### config.mk
export PLATFORM = sky130hd
export DESIGN_NAME = dr_pipe
export DESIGN_NICKNAME = d
export VERILOG_FILES = /design/src/rtl/dr_pkg.sv /design/src/rtl/dr_compl.sv /design/src/rtl/dr_stage.sv /design/src/rtl/dr_pipe.sv
export SDC_FILE = /design/constraint.sdc
export NUM_CORES = 1
export LEC_CHECK = 0
export ABC_AREA = 1
export BUFFER_PORTS_ARGS = -buffer_cell sky130_fd_sc_hd__buf_2
export CORE_ASPECT_RATIO = 0.6
export CORE_MARGIN = 4
export CORE_UTILIZATION = 55
export CTS_BUF_LIST = sky130_fd_sc_hd__clkbuf_4
export DETAILED_ROUTE_END_ITERATION = 7
export PLACE_DENSITY = 0.78
export SLEW_MARGIN = 40
export SYNTH_ARGS = -nofsm -noshare
export SYNTH_HDL_FRONTEND = slang
export SYNTH_SLANG_ARGS = --single-unit
### constraint.sdc
create_clock -name clk -period 2.71 [get_ports clk]
set_input_delay 0.271 -clock clk [delete_from_list [all_inputs] [get_ports clk]]
set_output_delay 0.271 -clock clk [all_outputs]
set_load 0.01 [all_outputs]
### src/rtl/dr_pkg.sv
// Package: shared types for the dual-rail pipeline emulator.
// Assumes: nothing beyond IEEE 1800-2017.
package dr_pkg;

    // Reset-phase ordering chosen at build time.
    typedef enum logic {
        MODE_HALF = 1'b0,   // output clears only after input is neutral
        MODE_FULL = 1'b1    // output clears as soon as it is acknowledged
    } buf_mode_e;

endpackage

### src/rtl/dr_compl.sv
// Module: completion detector for one dual-rail word.
// Does: reports whether every bit is valid, whether all rails are low,
// and whether any bit has both rails high.
// Assumes: purely combinational, no state.
module dr_compl #(
    parameter int WIDTH = 2
) (
    input  logic [WIDTH-1:0] rail_t,
    input  logic [WIDTH-1:0] rail_f,
    output logic             all_valid,
    output logic             all_neutral,
    output logic             any_illegal
);

    logic [WIDTH-1:0] bit_ok;
    logic [WIDTH-1:0] bit_off;
    logic [WIDTH-1:0] bit_bad;

    // Per-bit classification of the rail pair.
    for (genvar b = 0; b < WIDTH; b++) begin : g_bit
        assign bit_ok[b]  = rail_t[b] ^ rail_f[b];
        assign bit_off[b] = ~(rail_t[b] | rail_f[b]);
        assign bit_bad[b] = rail_t[b] & rail_f[b];
    end

    // Word-level completion: every bit must agree.
    assign all_valid   = &bit_ok;
    assign all_neutral = &bit_off;
    assign any_illegal = |bit_bad;

endmodule

### src/rtl/dr_stage.sv
// Module: one emulated handshake stage.
// Does: captures a complete dual-rail word from the left channel when the
// right channel is idle, acknowledges left, and returns its output to neutral
// according to the selected reset ordering. Acknowledge and output hold their
// values unless a set or clear condition holds, in the manner of a C-element.
// Assumes: inputs are the neighbours' registered values from the prior step.
module dr_stage
    import dr_pkg::*;
#(
    parameter int        WIDTH = 2,
    parameter buf_mode_e MODE  = MODE_HALF
) (
    input  logic             clk,
    input  logic             rst_n,
    input  logic [WIDTH-1:0] l_t,
    input  logic [WIDTH-1:0] l_f,
    input  logic             r_ack,
    output logic [WIDTH-1:0] r_t,
    output logic [WIDTH-1:0] r_f,
    output logic             l_ack,
    output logic             occ,
    output logic             l_illegal
);

    logic [WIDTH-1:0] rt_q, rf_q;
    logic             ack_q;
    logic             l_valid, l_neutral;
    logic             r_valid, r_neutral, r_bad;
    logic             fire, drop_r, drop_a;

    dr_compl #(.WIDTH(WIDTH)) u_lc (
        .rail_t(l_t), .rail_f(l_f),
        .all_valid(l_valid), .all_neutral(l_neutral), .any_illegal(l_illegal)
    );

    dr_compl #(.WIDTH(WIDTH)) u_rc (
        .rail_t(rt_q), .rail_f(rf_q),
        .all_valid(r_valid), .all_neutral(r_neutral), .any_illegal(r_bad)
    );

    // Capture condition: full word in, previous handshake closed, right idle.
    assign fire = l_valid & ~ack_q & ~r_ack & r_neutral;

    // Reset-phase ordering selected by MODE.
    if (MODE == MODE_FULL) begin : g_full
        assign drop_r = r_valid & r_ack;
        assign drop_a = ack_q & l_neutral;
    end else begin : g_half
        assign drop_r = r_valid & r_ack & l_neutral;
        assign drop_a = drop_r;
    end

    // State update for output rails and left acknowledge.
    always_ff @(posedge clk) begin
        if (!rst_n) begin
            rt_q  <= '0;
            rf_q  <= '0;
            ack_q <= 1'b0;
        end else if (fire) begin
            rt_q  <= l_t;
            rf_q  <= l_f;
            ack_q <= 1'b1;
        end else begin
            if (drop_r) begin
                rt_q <= '0;
                rf_q <= '0;
            end
            if (drop_a) ack_q <= 1'b0;
        end
    end

    assign r_t   = rt_q;
    assign r_f   = rf_q;
    assign l_ack = ack_q;
    assign occ   = r_valid & ~r_ack;

    // Output word never changes while valid and unacknowledged.
    assert_hold_R9: assert property (@(posedge clk) disable iff (!rst_n)
        (r_valid && !r_ack) |=> (r_t == $past(r_t) && r_f == $past(r_f)));

    // Output returns to neutral only after the right side acknowledged.
    assert_drop_after_ack_R9: assert property (@(posedge clk) disable iff (!rst_n)
        $fell(r_valid) |-> $past(r_ack));

    // Acknowledge rises only for a complete word.
    assert_ack_rise_R4: assert property (@(posedge clk) disable iff (!rst_n)
        $rose(l_ack) |-> $past(l_valid));

    // Acknowledge falls only after the sender went neutral.
    assert_ack_fall_R4: assert property (@(posedge clk) disable iff (!rst_n)
        $fell(l_ack) |-> $past(l_neutral));

    // No illegal rail pair is ever propagated.
    assert_no_illegal_out_R8: assert property (@(posedge clk) disable iff (!rst_n)
        !r_bad);

    if (MODE == MODE_HALF) begin : g_half_chk
        // Half-buffer ordering: output clears only once input is neutral.
        assert_half_order_R5: assert property (@(posedge clk) disable iff (!rst_n)
            $fell(r_valid) |-> $past(l_neutral));
    end

endmodule

### src/rtl/dr_pipe.sv
// Module: top of the dual-rail pipeline emulator.
// Does: chains N_STAGES handshake stages, counts the words held and latches
// an illegal-rail error.
// Assumes: synchronous active-low reset; producer and consumer follow the
// four-phase return-to-zero protocol.
module dr_pipe
    import dr_pkg::*;
#(
    parameter int        N_STAGES = 4,
    parameter int        WIDTH    = 2,
    parameter buf_mode_e MODE     = MODE_HALF
) (
    input  logic                            clk,
    input  logic                            rst_n,
    input  logic [WIDTH-1:0]                in_t,
    input  logic [WIDTH-1:0]                in_f,
    output logic                            in_ack,
    output logic [WIDTH-1:0]                out_t,
    output logic [WIDTH-1:0]                out_f,
    input  logic                            out_ack,
    output logic [N_STAGES-1:0]             occ,
    output logic [$clog2(N_STAGES+1)-1:0]   occ_count,
    output logic                            proto_err
);

    localparam int CW  = $clog2(N_STAGES + 1);
    localparam int CAP = (MODE == MODE_FULL) ? N_STAGES : N_STAGES / 2;

    logic [WIDTH-1:0]    ch_t [N_STAGES+1];
    logic [WIDTH-1:0]    ch_f [N_STAGES+1];
    logic [N_STAGES:0]   ack;
    logic [N_STAGES-1:0] bad;
    logic                err_q;

    assign ch_t[0]       = in_t;
    assign ch_f[0]       = in_f;
    assign ack[N_STAGES] = out_ack;

    // Stage chain.
    for (genvar s = 0; s < N_STAGES; s++) begin : g_stage
        dr_stage #(.WIDTH(WIDTH), .MODE(MODE)) u_st (
            .clk(clk), .rst_n(rst_n),
            .l_t(ch_t[s]), .l_f(ch_f[s]),
            .r_ack(ack[s+1]),
            .r_t(ch_t[s+1]), .r_f(ch_f[s+1]),
            .l_ack(ack[s]),
            .occ(occ[s]),
            .l_illegal(bad[s])
        );
    end

    assign in_ack = ack[0];
    assign out_t  = ch_t[N_STAGES];
    assign out_f  = ch_f[N_STAGES];

    // Token count: number of stages holding an unaccepted word.
    always_comb begin
        occ_count = '0;
        for (int i = 0; i < N_STAGES; i++) occ_count = occ_count + CW'(occ[i]);
    end

    // Sticky protocol error on any illegal rail pair.
    always_ff @(posedge clk) begin
        if (!rst_n)    err_q <= 1'b0;
        else if (|bad) err_q <= 1'b1;
    end

    assign proto_err = err_q;

    // Capacity bound set by the reset ordering.
    assert_capacity_R5_R6: assert property (@(posedge clk) disable iff (!rst_n)
        occ_count <= CW'(CAP));

    // Error flag never clears outside reset.
    assert_err_sticky_R8: assert property (@(posedge clk) disable iff (!rst_n)
        $past(proto_err) |-> proto_err);

endmodule

==> metrics, run 1 <==
status finished, final reports clean; Fill cells between 150 and 200; post-synthesis compound-gate area fraction between 7 and 8%; power per cell area roughly 380 nW/um2; CTS Buf Count 3; htree depth 1; total power 568 uW; Top Ports 20; Antenna Nets Post-Route 0; Arr. time, crit path between 2000 and 2500 ps; global-route wire length before repair 4760 um; # diodes 0; Crit path required time ~2400 ps; via/cell ratio 5.21; Die ar. approximately 3300 um2; number of global-route vias before repair roughly 1,000; R2R depth 8; clk sinks 21; CP delay by family, top adder cells; DRT iter0 DRCs slightly above 80; CP peak stage delay about 440 ps; Nets roughly 230; Post-synth EDFFs 0; placed insts 220; Critical Path End Type output pin; area grow syn2layout 11.2%; Die X slightly above 70 um; MaxCap Viol Count 0; Final Max Tran Viols 0; Yosys top cell area share a little under a third; startpoint types flop; top-count cell post-synth nand3_1; hold crit path type in -> reg; average size of a mapped cell approximately 7.5 um2; leakage power roughly 0.0007 uW; crit-path max FO 4; Hold Crit Depth 3; Clock Path Buffers 2; DRT Wirelength between 3000 and 4000 um; worst skew pair latency about 310 ps; largest net degree at the start of global routing 22; DP HPWL 2270 um; layout cell share with drive strength beyond 1 between 20% and 30%; post-synth cell types 15; most frequent cell on the critical path ha_1; Mapped Nets 208; Core Area around 2200 um2; critical path type reg -> out; HP Start in_t[1]; drc violations 0; post-synthesis mux area share 0%; final RePlAce weighted congestion ~0.92; RR Startpoint g_stage[0].u_st.r_t[1]$_SDFFE_PN0P_; post-layout worst setup margin ~120 ps; Async S/R FF share, synth 0%; CP max-delay cell fa_1; largest family of logic cells by synthesized area simple AND/OR/NAND/NOR gates; post-layout min period 2590 ps; maximum clock frequency between 0.3 and 0.4 GHz; fin crit share a little over nine tenths; CTS root buf clkbuf_4; clock slew at reported path FFs between 100 and 150 ps; Avg WL per Cell roughly 13 um; sequential share of the synthesized area 31.3%; final setup skew around 2.7 ps; pre-CTS WS between 300 and 400 ps; Synth area leader dfxtp_1; Layout Cells excl Fill about 230; Setup Viol. Count Final 0; Seq cells post-synth 21; simple-gate share of the synthesized area between 20 and 30%; post-synthesis adder-cell area fraction 20.1%; XOR/XNOR Fraction of Synth Area 0%; setup tns final 0 ps; fin util between 60% and 70%; ys flop type dfxtp_1; final hold violations 0; CTS tree done; die height between 40 and 50 um; drt pass-1 iters 4; reg2reg setup slack 1180 ps; synth top area cells dfxtp_1 31%, ha_1 19%, nand3_1 12%; peak supply drop roughly 250 uV; Synth Instances 180; WP buf/inv 2; multi-input logic area approximately 740 um2; reg2reg end g_stage[1].u_st.r_t[1]$_SDFFE_PN0P_; top cells by count, synth 33 x nand3_1, 29 x inv_1, 21 x dfxtp_1; IO Port Bufs 19; row count 13; Tot GR Track Use ~19%; Synth Warn # 0; Storage cell area around 430 um2; end of the worst hold path g_stage[0].u_st.r_t[1]$_SDFFE_PN0P_; Max-slew headroom between 50 and 60%; Starting Density 59.9%; Hold Buf Count CTS 0; total congestion overflow 0; worst-margin pin slew 640 ps; antenna violations before repair 0; DR vias between 1,000 and 1,500; mapped cell area roughly 1300 um2; CP cell instances inv_1 -> ha_1 -> nand2_1 -> nor2_2 -> fa_1 -> ha_2 -> ha_1 -> buf_2
per-layer routing:
metal  track usage, %  up-vias  wire, um
met3             5.88        4       264
met4             9.36        0        46
met5                0        -         0
met1             27.8      530      1480
met2             26.5       48      1220
li1                 -      612         -
placed cells by master (no fill, tap or decap):
cell type and n:
ha_2 1, nand2_1 19, nand2_2 5, nand3_1 33, nor2_4 2, dfxtp_1 15, nor2_1 12, clkinv_2 1
inv_1 29, buf_2 19, nor2_2 5, buf_4 6, a21oi_1 20, fa_1 1, ha_1 19, dfxtp_2 6
clkbuf_4 3, nor3_1 1, inv_2 2
power by group:
part	internal (uW)	total, uW	switching, uW	leakage [uW]
Clock	55.3	155	99.8	0.0000177
Sequential	319	329	9.97	0.000173
Combinational	30.1	84.0	53.9	0.000507
Total	404	568	164	0.000697
worst reg2reg max path, cell delays in order (launching register included):
cell and delay, ps:
dfxtp_1 430, inv_1 70, ha_1 270, nand2_1 80, nor2_2 140, buf_4 170, nand2_2 90, nand3_1 80
a21oi_1 70
what timing repair did:
item                                    4_1_cts  5_1_grt
endpoints found under the setup margin        0        2
gates resized for setup                       0        8
buffers inserted                              0        5
metrics by stage:
stage	hold WS, ps	area [um2]
floorplan	418	1340
global placement	483	1420
detailed placement	484	1420
CTS	229	1440
global route	239	1490
finish	234	1490
how the worst max path moves through the flow:
stage | from | end | slack [ps] | cells after the start
2_1_floorplan | g_stage[0].u_st.r_t[1]$_SDFFE_PN0P_ | occ_count[1] | 550 | 7
3_3_place_gp | g_stage[1].u_st.r_t[1]$_SDFFE_PN0P_ | occ_count[1] | 440 | 8
3_5_place_dp | g_stage[1].u_st.r_t[1]$_SDFFE_PN0P_ | occ_count[1] | 360 | 8
4_1_cts | g_stage[1].u_st.r_t[1]$_SDFFE_PN0P_ | occ_count[1] | 0.1 | 8
5_1_grt | g_stage[1].u_st.r_t[0]$_SDFFE_PN0P_ | occ_count[1] | -20 | 8
6_report | g_stage[0].u_st.r_t[1]$_SDFFE_PN0P_ | occ_count[1] | 120 | 8
logic make-up after synthesis:
logic type | Yosys count
AO/OA/AOI/OAI | 20
adder cells (fa/ha/maj) | 21
buffers and inverters | 41
flip-flops | 21
AND/OR/NAND/NOR | 77
sequential cells by signal, indices dropped and copies added, names as in the netlist:
name / flops
g_stage.u_st.r_f: 8
g_stage.u_st.r_t: 8
g_stage.u_st.l_ack: 4
proto_err: 1
area by class of cell:
type	instances	share of cell area, %
Timing Repair Buffer	25	9.38
Tap cell	30	2.51
Clock inverter	1	0.335
Multi-Input combinational cell	118	49.8
Clock buffer	3	1.51
Inverter	31	7.79
Sequential cell	21	28.6
Power figures use the tool's default switching activity.
==> run 2, diff against run 1 <==
--- a/config.mk
+++ b/config.mk
@@ -9,10 +9,10 @@
 export BUFFER_PORTS_ARGS = -buffer_cell sky130_fd_sc_hd__buf_2
 export CORE_ASPECT_RATIO = 0.6
 export CORE_MARGIN = 4
-export CORE_UTILIZATION = 55
+export CORE_UTILIZATION = 58
 export CTS_BUF_LIST = sky130_fd_sc_hd__clkbuf_4
 export DETAILED_ROUTE_END_ITERATION = 7
-export PLACE_DENSITY = 0.78
+export PLACE_DENSITY = 0.82
 export SLEW_MARGIN = 40
 export SYNTH_ARGS = -nofsm -noshare
 export SYNTH_HDL_FRONTEND = slang
==> constraint.sdc (replaced) <==
create_clock -name clk -period 2.5 [get_ports clk]
set_input_delay 0.25 -clock clk [delete_from_list [all_inputs] [get_ports clk]]
set_output_delay 0.25 -clock clk [all_outputs]
set_load 0.01 [all_outputs]
==> run 2 against run 1 <==
  * First-iteration DRC count grew to 2.8 times the previous value
  * Critical endpoint unchanged
  * Highest routed layer unchanged
  * Worst setup slack lost 41 ps
  * Die area shrank 4.4%
  * Utilization grew 10 points
  * Clock skew grew 6.5 ps
  * Count of clock-buffer cells in the layout is the same
  * Non-clock buffer count grew 8
  * Cell count grew 3.5%
==> metrics, run 2 (synthesis gave the netlist of run 1 again) <==
status finished, final reports clean; Antenna Nets Post-Route 0; critical path type reg -> out; clock share of power between 20% and 30%; CTS Buf Count 3; Crit path required time 2250 ps; internal power around 450 uW; CP cell instances inv_1 -> ha_4 -> nand2_2 -> nor2_4 -> fa_1 -> ha_2 -> ha_4 -> buf_6; area grow syn2layout 24.5%; CTS tree done; Arr. time, crit path about 2200 ps; setup tns final 0 ps; CP peak stage delay between 500 and 600 ps; Storage cell area 440 um2; Sequential Power Share between 50 and 60%; sw frac between 20% and 30%; final RePlAce weighted congestion 0.845; RSZ-0062 raised after global routing yes; DR vias approximately 1,300; Final Max Tran Viols 0; power per cell area between 300 and 400 nW/um2; Fill cells approximately 140; worst-margin pin slew about 630 ps; WP buf/inv 2; leakage power about 0.00077 uW; clk sinks 21; maximum clock frequency roughly 0.41 GHz; final hold violations 0; fin crit share between 90% and 100%; worst skew pair latency just over 300 ps; fin util about three quarters; drc violations 0; Psw between 150 and 200 uW; Starting Density approximately 60%; Clock Path Buffers 2; Avg WL per Cell around 14 um; # diodes 0; Nets between 200 and 250; Die X 70.1 um; Top Ports 20; CP max-delay cell fa_1; antenna violations before repair 0; logic gate share of total power 18.8%; hold crit path type in -> reg; DRT iter0 DRCs between 200 and 250; peak supply drop between 300 and 400 uV; CP delay by family, top adder cells; die height roughly 45 um; commonest non-fill, non-tap cell in the layout nand3_1; layout cell share with drive strength beyond 1 roughly 37%; multi-input logic area between 800 and 900 um2; DRT Wirelength roughly 3400 um; most frequent cell on the critical path ha_4; MaxCap Viol Count 0; row count 13; crit-path max FO 2; Max-slew headroom ~58%; startpoint types flop; total congestion overflow 0; Setup Viol. Count Final 0; global-route wire length before repair ~5000 um; via/cell ratio between 5 and 6; CTS root buf clkbuf_4; largest net degree at the start of global routing 22; final setup skew around 9.2 ps; Core Area 2180 um2; most frequent cells in the layout 33 x nand3_1, 25 x inv_1, 20 x a21oi_1; post-layout min period around 2400 ps; IO Port Bufs 19; htree depth 1; Die ar. ~3200 um2; number of global-route vias before repair 1,148; DP HPWL approximately 2200 um; drt pass-1 iters 4; clock slew at reported path FFs around 120 ps; Critical Path End Type output pin; Tot GR Track Use approximately 20%
## run 2: cell count changes in the layout (fill, tap and decap cells not counted), moves of 2 or more
cell,before,now
inv_1,29,25
buf_4,6,14
dfxtp_4,0,2
dfxtp_1,15,9
ha_4,0,6
nand2_1,19,17
dfxtp_2,6,10
nor2_4,2,4
inv_2,2,5
ha_1,19,13
## run 2: worst paths after layout
path / slack, ps / end / depth (start not counted) / from
max: 70 / occ_count[1] / 8 / g_stage[0].u_st.r_t[0]$_SDFFE_PN0P_
min: 220 / g_stage[0].u_st.r_t[1]$_SDFFE_PN0P_ / 3 / in_t[1]
max reg2reg: 990 / g_stage[2].u_st.r_t[1]$_SDFFE_PN0P_ / 7 / g_stage[2].u_st.r_t[0]$_SDFFE_PN0P_
min reg2reg: 500 / g_stage[3].u_st.r_f[1]$_SDFFE_PN0P_ / 2 / g_stage[3].u_st.r_f[1]$_SDFFE_PN0P_
## run 2: repair_timing
item	in CTS	in global routing
hold endpoints to repair	0	0
gates resized for setup	14	20
hold buffers	0	0
setup buffers	5	7
pin swaps	0	11
setup endpoints to repair	2	2
## run 2: per-layer routing
| layer | vias up | track usage (%) | wire [um] |
|---|---|---|---|
| met1 | 584 | 27.9 | 1450 |
| met5 | - | 0 | 0 |
| li1 | 623 | - | - |
| met2 | 67 | 31.7 | 1550 |
| met3 | 8 | 5.78 | 303 |
| met4 | 0 | 6.11 | 45 |
## run 2: layout make-up
cell class,count,share of cell area [%]
multi-input cells,118,50.3
flip-flops and latches,21,26.3
repair buffers,33,12.3
inverters,31,7.11
well taps,30,2.24
clock buffers,3,1.35
clock inverters,1,0.299
## run 2: worst register-to-register path, stage by stage (launching register included)
cell and delay [ps]:
dfxtp_1 420, inv_1 70, ha_1 290, nand2_1 140, nor2_1 70, nand2_1 140, nand3_1 120, a21oi_1 180
## run 2: through the flow
stage	hold slack, ps	setup slack, ps	total power [uW]	std cells	area [um2]
6_report	219	73.7	639	237	1670
5_1_grt	226	-40.1	675	237	1670
4_1_cts	210	1.16	623	230	1510
3_5_place_dp	488	268	450	221	1420
3_3_place_gp	484	304	445	221	1420
2_1_floorplan	397	358	422	180	1340
## run 2: power by group through the flow
| stage | logic, uW | registers, uW | clock network, uW |
|---|---|---|---|
| finish | 120 | 354 | 165 |
| global route | 132 | 355 | 188 |
| CTS | 99.1 | 353 | 171 |
| detailed placement | 86.6 | 363 | 0 |
| global placement | 82.7 | 362 | 0 |
| floorplan | 59.3 | 362 | 0 |
